**src/rtl/fxPkg.sv**
```systemverilog
package fxPkg;
  typedef enum logic [3:0] {
    ST_RESET, ST_IDLE, ST_FETCH_REQ, ST_FETCH_WAIT, ST_DECODE,
    ST_EXEC, ST_EXEC_WAIT, ST_MEM_REQ, ST_MEM_WAIT, ST_WRITEBACK, ST_HALT
  } fxState_e;

  typedef enum logic [1:0] {
    FMT_ALU = 2'b00, FMT_MEM = 2'b01, FMT_BR = 2'b10, FMT_JMP = 2'b11
  } fxFmt_e;

  typedef enum logic [1:0] {PC_HOLD, PC_INC, PC_BR, PC_JMP} fxPcSel_e;

  // strobes from control to datapath
  typedef struct packed {
    fxPcSel_e pcSel;
    logic     loadIr;
    logic     addrData;
    logic     capAlu;
    logic     capMem;
    logic     rfWe;
    logic     cntRun;
  } fxStrobe_t;

  // decode flags from datapath to control
  typedef struct packed {
    fxFmt_e fmt;
    logic   isStore;
    logic   isMulti;
    logic   isHalt;
  } fxDecode_t;
endpackage

```
**src/rtl/fxDatapath.sv**
```systemverilog
module fxDatapath
  import fxPkg::*;
#(
  parameter int ADDR_W = 20,
  parameter int DATA_W = 32,
  parameter int REG_AW = 5,
  parameter int OP_W   = 6,
  parameter int CNT_W  = 32
) (
  input  logic              clk,
  input  logic              rstN,
  input  fxStrobe_t         strobe,
  input  logic              cycClr,
  input  logic [DATA_W-1:0] memRdata,
  input  logic [DATA_W-1:0] rfDataA,
  input  logic [DATA_W-1:0] rfDataB,
  input  logic [DATA_W-1:0] aluResult,
  output fxDecode_t         dec,
  output logic [ADDR_W-1:0] pc,
  output logic [DATA_W-1:0] ir,
  output logic [ADDR_W-1:0] memAddr,
  output logic [DATA_W-1:0] memWdata,
  output logic [REG_AW-1:0] rfRdA,
  output logic [REG_AW-1:0] rfRdB,
  output logic [REG_AW-1:0] rfWaddr,
  output logic [DATA_W-1:0] rfWdata,
  output logic [OP_W-1:0]   aluOp,
  output logic [CNT_W-1:0]  cycleCount
);
  localparam int OFF_W = 16;
  localparam int EXT_W = ADDR_W - OFF_W;
  localparam logic [ADDR_W-1:0] HALT_ADDR = {ADDR_W{1'b1}};

  logic [DATA_W-1:0] resReg;
  logic [ADDR_W-1:0] offExt;
  logic [ADDR_W-1:0] dataAddr;
  logic [ADDR_W-1:0] jmpTarget;
  logic              brTaken;
  logic              brNe;

  assign offExt    = {{EXT_W{ir[OFF_W-1]}}, ir[OFF_W-1:0]};
  assign jmpTarget = ir[ADDR_W-1:0];
  assign dataAddr  = rfDataA[ADDR_W-1:0] + offExt;
  assign brNe      = ir[29];
  assign brTaken   = brNe ? (rfDataA != rfDataB) : (rfDataA == rfDataB);

  assign dec.fmt     = fxFmt_e'(ir[31:30]);
  assign dec.isStore = ir[29];
  assign dec.isMulti = ir[5];
  assign dec.isHalt  = (jmpTarget == HALT_ADDR);

  // register selects per format
  always_comb begin
    if (dec.fmt == FMT_ALU) begin
      rfRdA   = ir[24:20];
      rfRdB   = ir[19:15];
      rfWaddr = ir[29:25];
    end else begin
      rfRdA   = ir[23:19];
      rfRdB   = ir[28:24];
      rfWaddr = ir[28:24];
    end
  end

  assign aluOp    = ir[OP_W-1:0];
  assign memAddr  = strobe.addrData ? dataAddr : pc;
  assign memWdata = rfDataB;
  assign rfWdata  = resReg;

  always_ff @(posedge clk) begin
    if (!rstN) begin
      pc     <= '0;
      ir     <= '0;
      resReg <= '0;
    end else begin
      if (strobe.loadIr) ir <= memRdata;
      if (strobe.capAlu) resReg <= aluResult;
      else if (strobe.capMem) resReg <= memRdata;
      case (strobe.pcSel)
        PC_INC:  pc <= pc + 1'b1;
        PC_BR:   pc <= brTaken ? pc + offExt : pc + 1'b1;
        PC_JMP:  pc <= jmpTarget;
        default: pc <= pc;
      endcase
    end
  end

  always_ff @(posedge clk) begin
    if (!rstN || cycClr) cycleCount <= '0;
    else if (strobe.cntRun) cycleCount <= cycleCount + 1'b1;
  end
endmodule

```
**src/rtl/fxControl.sv**
```systemverilog
module fxControl
  import fxPkg::*;
(
  input  logic      clk,
  input  logic      rstN,
  input  logic      runEn,
  input  logic      stepReq,
  input  logic      memDone,
  input  logic      aluDone,
  input  fxDecode_t dec,
  output fxStrobe_t strobe,
  output logic      memReq,
  output logic      memWe,
  output logic      aluStart,
  output logic      halted
);
  fxState_e state, nxt, endNext;
  logic     stepLatch;

  assign endNext = (runEn && !stepLatch) ? ST_FETCH_REQ : ST_IDLE;
  assign halted  = (state == ST_HALT);

  always_comb begin
    nxt             = state;
    strobe          = '0;
    strobe.pcSel    = PC_HOLD;
    strobe.cntRun   = (state != ST_HALT);
    memReq          = 1'b0;
    memWe           = 1'b0;
    aluStart        = 1'b0;
    case (state)
      ST_RESET:      nxt = ST_IDLE;
      ST_IDLE:       if (runEn || stepReq) nxt = ST_FETCH_REQ;
      ST_FETCH_REQ: begin
        memReq = 1'b1;
        nxt    = ST_FETCH_WAIT;
      end
      ST_FETCH_WAIT: if (memDone) begin
        strobe.loadIr = 1'b1;
        nxt           = ST_DECODE;
      end
      ST_DECODE: begin
        case (dec.fmt)
          FMT_JMP: begin
            if (dec.isHalt) begin
              strobe.pcSel = PC_INC;
              nxt          = ST_HALT;
            end else begin
              strobe.pcSel = PC_JMP;
              nxt          = endNext;
            end
          end
          FMT_BR: begin
            strobe.pcSel = PC_BR;
            nxt          = endNext;
          end
          FMT_ALU: nxt = ST_EXEC;
          default: nxt = ST_MEM_REQ;
        endcase
      end
      ST_EXEC: begin
        aluStart = 1'b1;
        if (dec.isMulti) nxt = ST_EXEC_WAIT;
        else begin
          strobe.capAlu = 1'b1;
          nxt           = ST_WRITEBACK;
        end
      end
      ST_EXEC_WAIT: if (aluDone) begin
        strobe.capAlu = 1'b1;
        nxt           = ST_WRITEBACK;
      end
      ST_MEM_REQ: begin
        memReq          = 1'b1;
        memWe           = dec.isStore;
        strobe.addrData = 1'b1;
        nxt             = ST_MEM_WAIT;
      end
      ST_MEM_WAIT: begin
        strobe.addrData = 1'b1;
        if (memDone) begin
          if (dec.isStore) begin
            strobe.pcSel = PC_INC;
            nxt          = endNext;
          end else begin
            strobe.capMem = 1'b1;
            nxt           = ST_WRITEBACK;
          end
        end
      end
      ST_WRITEBACK: begin
        strobe.rfWe  = 1'b1;
        strobe.pcSel = PC_INC;
        nxt          = endNext;
      end
      ST_HALT:  if (stepReq) nxt = ST_FETCH_REQ;
      default:  nxt = ST_RESET;
    endcase
  end

  always_ff @(posedge clk) begin
    if (!rstN) begin
      state     <= ST_RESET;
      stepLatch <= 1'b0;
    end else begin
      state <= nxt;
      if (state == ST_IDLE) begin
        if (runEn) stepLatch <= 1'b0;
        else if (stepReq) stepLatch <= 1'b1;
      end else if (state == ST_HALT && stepReq) begin
        stepLatch <= 1'b1;
      end
    end
  end
endmodule

```
**src/rtl/fxCtrlTop.sv**
```systemverilog
module fxCtrlTop
  import fxPkg::*;
#(
  parameter int ADDR_W = 20,
  parameter int DATA_W = 32,
  parameter int REG_AW = 5,
  parameter int OP_W   = 6,
  parameter int CNT_W  = 32
) (
  input  logic              clk,
  input  logic              rstN,
  input  logic              runEn,
  input  logic              stepReq,
  input  logic              cycClr,
  output logic              memReq,
  output logic              memWe,
  output logic [ADDR_W-1:0] memAddr,
  output logic [DATA_W-1:0] memWdata,
  input  logic [DATA_W-1:0] memRdata,
  input  logic              memDone,
  output logic [REG_AW-1:0] rfRdA,
  output logic [REG_AW-1:0] rfRdB,
  input  logic [DATA_W-1:0] rfDataA,
  input  logic [DATA_W-1:0] rfDataB,
  output logic              rfWe,
  output logic [REG_AW-1:0] rfWaddr,
  output logic [DATA_W-1:0] rfWdata,
  output logic [OP_W-1:0]   aluOp,
  output logic              aluStart,
  input  logic [DATA_W-1:0] aluResult,
  input  logic              aluDone,
  output logic              halted,
  output logic [ADDR_W-1:0] pcOut,
  output logic [DATA_W-1:0] irOut,
  output logic [CNT_W-1:0]  cycleCount
);
  fxStrobe_t strobe;
  fxDecode_t dec;

  fxControl u_ctrl (
    .clk(clk), .rstN(rstN), .runEn(runEn), .stepReq(stepReq),
    .memDone(memDone), .aluDone(aluDone), .dec(dec), .strobe(strobe),
    .memReq(memReq), .memWe(memWe), .aluStart(aluStart), .halted(halted)
  );

  fxDatapath #(
    .ADDR_W(ADDR_W), .DATA_W(DATA_W), .REG_AW(REG_AW), .OP_W(OP_W), .CNT_W(CNT_W)
  ) u_dp (
    .clk(clk), .rstN(rstN), .strobe(strobe), .cycClr(cycClr),
    .memRdata(memRdata), .rfDataA(rfDataA), .rfDataB(rfDataB),
    .aluResult(aluResult), .dec(dec), .pc(pcOut), .ir(irOut),
    .memAddr(memAddr), .memWdata(memWdata), .rfRdA(rfRdA), .rfRdB(rfRdB),
    .rfWaddr(rfWaddr), .rfWdata(rfWdata), .aluOp(aluOp), .cycleCount(cycleCount)
  );

  assign rfWe = strobe.rfWe;
endmodule

```
**config.mk**
```make
export PLATFORM = sky130hd
export DESIGN_NAME = fxCtrlTop
export DESIGN_NICKNAME = d
export VERILOG_FILES = /design/src/rtl/fxPkg.sv /design/src/rtl/fxDatapath.sv /design/src/rtl/fxControl.sv /design/src/rtl/fxCtrlTop.sv
export SDC_FILE = /design/constraint.sdc
export NUM_CORES = 1
export LEC_CHECK = 0
export BUFFER_PORTS_ARGS = -buffer_cell sky130_fd_sc_hd__buf_2
export CAP_MARGIN = 20
export CORE_MARGIN = 5
export CORE_UTILIZATION = 47
export DETAILED_ROUTE_END_ITERATION = 16
export HOLD_SLACK_MARGIN = 0.03
export PLACE_DENSITY = 0.73
export SYNTH_ARGS = -nofsm -noshare
export SYNTH_HDL_FRONTEND = slang
export SYNTH_SLANG_ARGS = --single-unit
```
**constraint.sdc**
```tcl
create_clock -name clk -period 3.05 [get_ports clk]
set_clock_uncertainty 0.15 [all_clocks]
set_input_delay 0.305 -clock clk [delete_from_list [all_inputs] [get_ports clk]]
set_output_delay 0.305 -clock clk [all_outputs]
set_load 0.005 [all_outputs]
```
### Yosys cells after proc, flatten, opt, wreduce, memory -nomap -nowiden

Cells that the tools add are included.

| word-level totals | value |
|---|---|
| word-level logic and storage cells | 92 |
| flip-flop bits (word level) | 121 |
| output and inout port bits | 194 |

| cells by class | value |
|---|---|
| reductions and logical operators | 15 |
| add/sub/neg operators | 4 |
| multiplexer cells | 42 |
| equal/unequal tests | 25 |

Operator list:

| cell | number |
|---|---|
| $mux W32 | 2 |
| $pmux W20 S3 | 1 |
| $pmux W4 S11 | 1 |
| $add A20 B20 Y20 | 2 |
| $mux W20 | 2 |
| $add A32 B1 Y32 const B | 1 |
| $eq A32 B32 Y1 | 1 |
| $mux W4 | 8 |
| $ne A32 B32 Y1 | 1 |
| $add A20 B1 Y20 const B | 1 |
| $eq A20 B20 Y1 const B | 1 |
| $mux W1 | 18 |
| $eq A4 B3 Y1 const B | 4 |
| $mux W5 | 3 |
| $eq A4 B4 Y1 const B | 3 |
| $pmux W4 S3 | 1 |
| $eq A2 B2 Y1 const B | 4 |
| $eq A4 B2 Y1 const B | 2 |
| $ne A2 B2 Y1 const B | 4 |
| $mux W2 | 3 |
| $pmux W2 S3 | 1 |
| $reduce_and A5 Y1 | 1 |
| $eq A4 B1 Y1 const B | 1 |
| $logic_not A4 Y1 | 1 |
| other kinds (14) | 19 |

### Logic depth before layout (Yosys ltp)

| depth | value |
|---|---|
| depth after elaboration | 6 |
| gate-level depth with buffers | 11 |

### By module

From an unflattened synthesis, not the netlist that was laid out.

| unflattened totals | value |
|---|---|
| cell total of the unflattened synthesis | 1172 |
| area total of the unflattened synthesis | 9313.9 µm² |

By module, submodules not included:

| module | area an instance (µm²) | instances | cells an instance | sequential area each (µm²) |
|---|---|---|---|---|
| fxDatapath | 8630.8 | 1 | 1081 | 2322.2 |
| fxControl | 683.2 | 1 | 91 | 100.1 |

### Least setup slack after synthesis

No wires, ideal clock.

| timing | value |
|---|---|
| path type | register to output |
| start | reg u_dp.ir[0] |
| end | out memAddr[18] |
| data required time | 2.595 ns |
| slack | 0.119 ns |
| stages on the path, launching flop included | 10 |
| buffers on the path | 0 |
| arrival time | 2.476 ns |
| cells stage by stage | dfxtp_1 -> ha_1 -> fa_1 -> a211oi_1 -> o21ai_0 -> a21oi_1 -> o211ai_1 -> a21oi_1 -> o2111ai_1 -> o311ai_0 |

| on the way | value |
|---|---|
| word-level cells in the longest chain between the ends | 2 |

Ends and longest elaborated chain:

| item | RTL line | text |
|---|---|---|
| start: declaration | fxDatapath.sv:20 | `output logic [DATA_W-1:0] ir,` |
| start signal: assignment | fxDatapath.sv:76 | `if (strobe.loadIr) ir <= memRdata;` |
| $add A20 B20 Y20 | fxDatapath.sv:43 | `assign dataAddr = rfDataA[ADDR_W-1:0] + offExt;` |
| $mux W20 | fxDatapath.sv:66 | `assign memAddr = strobe.addrData ? dataAddr : pc;` |
| end: declaration | fxCtrlTop.sv:17 | `output logic [ADDR_W-1:0] memAddr,` |

Every way passes these cells.

### Final worst setup path

Same ends and word-level chain as after synthesis.

==> flow_metrics.py <==
metrics = {
    "synth": {
        "syn_inst": 1174,
        "synth_fp_nets": 1351,
        "synth.lib_cells_used.distinct": 67,
        "yosysTopAreaCellShare_pct": 27.5,
        "leading_cell_type_by_number_of_instances_after_synthesis": "nand2_1",
        "area_of_the_mapped_netlist_sq_mm": 0.00880,
        "avgSynthCellArea_sq_um": 7.50,
        "ys_seq_area_share_pct": 27.5,
        "synth.top_cells.by_count": "nand2_1, dfxtp_1, nor2_1",
        "synth_area_leaders": "dfxtp_1, nand2_1, xor2_1",
        "post_synthesis_sequential_element_count": 121,
        "synthesis.yosys.warnings": 0,
        "synth_area_leader_cell": "dfxtp_1",
        "synthFlopType": "dfxtp_1",
        "synth-edff-count": 0,
        "async_flop_share_pct": 0,
    },
    "timing": {
        "hold_fails_final_rpt": 0,
        "final.min_clock_period_ps": 3180,
        "achievable-frequency_mhz": 315,
        "drv_slew": 0,
        "rsz0062_at_grt": "yes",
        "timing.slew.headroom_pct": 43.6,
        "fin_setup_tns_ps": -324,
        "timing.final.setup_violations": 4,
        "final.setup.worst_slack_ps": -129,
        "worst_slew_pin_slew_ps": 842,
        "fin_crit_sh_pct": 104,
    },
    "die": {
        "pin_count": 329,
        "dieHeight_um": 147,
        "die_footprint_sq_mm": 0.0216,
        "floorplan.rows": 50,
        "die_width_um": 147,
        "area_of_the_core_sq_mm": 0.0186,
        "initial_utilization_pct": 47.4,
    },
    "status": {
        "status": "finished, violations left",
        "failed_checks": "setup timing",
    },
    "power_and_ir_drop": {
        "leakage_nw": 5.33,
        "vdd_ir_drop_max_v": 0.000399,
        "power-per-cell-area_mw_per_mm2": 493,
        "design_power_total_mw": 5.83,
    },
    "job": {
        "maxCapViolations": 0,
    },
    "route": {
        "routed_via_density": 5.67,
        "routed_via_count": 10000,
        "post_route_drc": 0,
        "met3WireLength_um": 2350,
        "routed_wire_length_per_instance_um": 18.1,
        "wirelength_um": 31900,
        "antenna_left": 0,
        "first_pass_iters": 6,
        "top_layer_used": "met4",
        "wirelength_met1_um": 13400,
        "met2_routed_wirelength_um": 15300,
        "drtIter0Drc": 892,
    },
    "grt": {
        "track_usage_pct": 27.9,
        "grt_max_degree": 49,
        "grt_overflow_total": 0,
        "global_route_wire_length_before_repair_um": 49100,
        "antenna_found_initial": 0,
        "grt_pass1_vias": 9410,
    },
    "worst_setup_path": {
        "timing.critical_path.slowest_stage_cell": "fa_2",
        "criticalPathCategory": "register to output port",
        "cp.arrival_ps": 2720,
        "critical_path.endpoint_type": "output port",
        "cpMostUsedCell": "a21oi_2",
        "critPathMaxStageDelay_ps": 360,
        "crit_path_cell_trace": "ha_4 -> fa_2 -> a211oi_4 -> o21ai_2 -> a21oi_2 -> o211ai_1 -> a21oi_2 -> o2111ai_2 -> o311ai_1 -> buf_2",
        "worst-endpoint-required_ps": 2590,
        "kind_of_start_point_of_the_critical_path": "register",
        "timing.critical_path.fanout_max": 2,
    },
    "final_layout": {
        "post-route-cell-area_sq_mm": 0.0118,
        "layout.filler_cells": 1649,
        "layout-drive-gt1-share_pct": 31.7,
        "total_area_of_multi_input_combinational_cells_sq_mm": 0.00599,
        "fin_nets": 1693,
        "regArea_sq_mm": 0.00243,
        "n_antenna_cell": 0,
        "fin_util_pct": 63.6,
        "area.growth.synth_to_final_pct": 34.3,
    },
    "clock_tree": {
        "ctsHtreeMaxLevel": 4,
        "cts-buffers-inserted": 17,
        "tritoncts_num_sinks": 121,
        "root_buffer": "clkbuf_16",
        "insertion_delay_ps": 420,
        "maximum_buffer_depth_of_the_clock_tree": 2,
        "path_clk_slew_ps": 60,
        "tritoncts": "yes",
    },
    "placed_design": {
        "io_buffer_count": 328,
        "detailedPlacementHpwl_um": 24000,
        "placed_area_sq_mm": 0.0107,
        "gpl.final_weighted_congestion": 0.976,
    },
    "min_path": {
        "hold_path_class": "primary input to register",
    },
}
==> through the flow <==
| stage | setup slack, ps | std cells | hold WS [ps] |
|---|---|---|---|
| final | -129 | 1763 | 42.5 |
| after global routing | -208 | 1763 | 37.4 |
| after CTS | -192 | 1757 | 33.5 |
| after detailed placement | -190 | 1701 | 304 |
| after global placement | -151 | 1701 | 297 |
| after floorplan | 119 | 1174 | 300 |
==> critical path: cells and delay by family (launching register included) <==
family          cells  cell delay, ps
compound gates      7            1270
fa+ha+maj           2             530
buf+inv             1             170
flops               1             340
==> where the power goes <==
group | total (mW) | internal [mW] | switching, mW
combinational | 1.80 | 0.796 | 1.00
sequential | 1.86 | 1.71 | 0.157
clock | 2.17 | 1.40 | 0.776
total | 5.83 | 3.90 | 1.93
==> layout make-up <==
cell class / instances / area share, %
clock buffers: 19 / 3.75
clock inverters: 13 / 1.61
inverters: 20 / 0.635
multi-input cells: 937 / 50.6
flip-flops and latches: 121 / 20.6
well taps: 234 / 2.48
repair buffers: 419 / 20.3
==> layer usage <==
layer  vias to the layer above  global-route usage [%]
met4                         0                    8.98
met2                       416                    46.6
li1                       4826                       -
met1                      4692                    36.5
met5                         -                       0
met3                        66                    5.09
==> cells by family (layout without fill, tap and decap cells) <==
kind of cell / after synthesis / count (layout) / synth area share (%)
compound gates: 332 / 332 / 24.8
xor+xnor: 101 / 101 / 10.0
fa+ha+maj: 42 / 42 / 6.14
buf+inv: 116 / 471 / 6.67
flops: 121 / 121 / 27.5
mux: 9 / 9 / 1.21
simple gates: 453 / 453 / 23.6
==> cells in the final DEF (no fill, tap or decap), types with 34 or more instances in the layout <==
cell type	instances
ha_1	37
nand2_1	214
buf_4	69
xnor2_1	36
buf_2	328
a22oi_1	34
a21oi_1	66
dfxtp_1	117
xor2_1	65
nor2_1	81
o21ai_0	51
a21boi_0	68
==> worst paths after layout <==
check        slack (ps)                          start  depth (start not counted)                             to
min reg2reg         310  u_dp.rfWdata[11]$_SDFFE_PN0P_                          2  u_dp.rfWdata[11]$_SDFFE_PN0P_
max reg2reg         120        u_dp.ir[0]$_SDFFE_PN0P_                         12       u_dp.pc[18]$_SDFFE_PN0P_
min                  40                   memRdata[12]                          3       u_dp.ir[12]$_SDFFE_PN0P_
max                -130        u_dp.ir[0]$_SDFFE_PN0P_                         10                    memAddr[18]
==> sequential cells by signal, indices dropped and copies added (netlist names) <==
name / cells
u_ctrl.stepLatch: 1
u_ctrl.state: 4
u_dp.pc: 20
u_dp.rfWdata: 32
u_dp.cycleCount: 32
u_dp.ir: 32
==> timing repair <==
| action | CTS | global route |
|---|---|---|
| pin swaps | 11 | 20 |
| endpoints found under the setup margin | 14 | 17 |
| hold buffers | 18 | 0 |
| gates resized for setup | 28 | 26 |
| setup buffers | 6 | 6 |
| endpoints found under the hold margin | 17 | 0 |
| gates cloned | 0 | 0 |
Power figures use the tool's default switching activity.
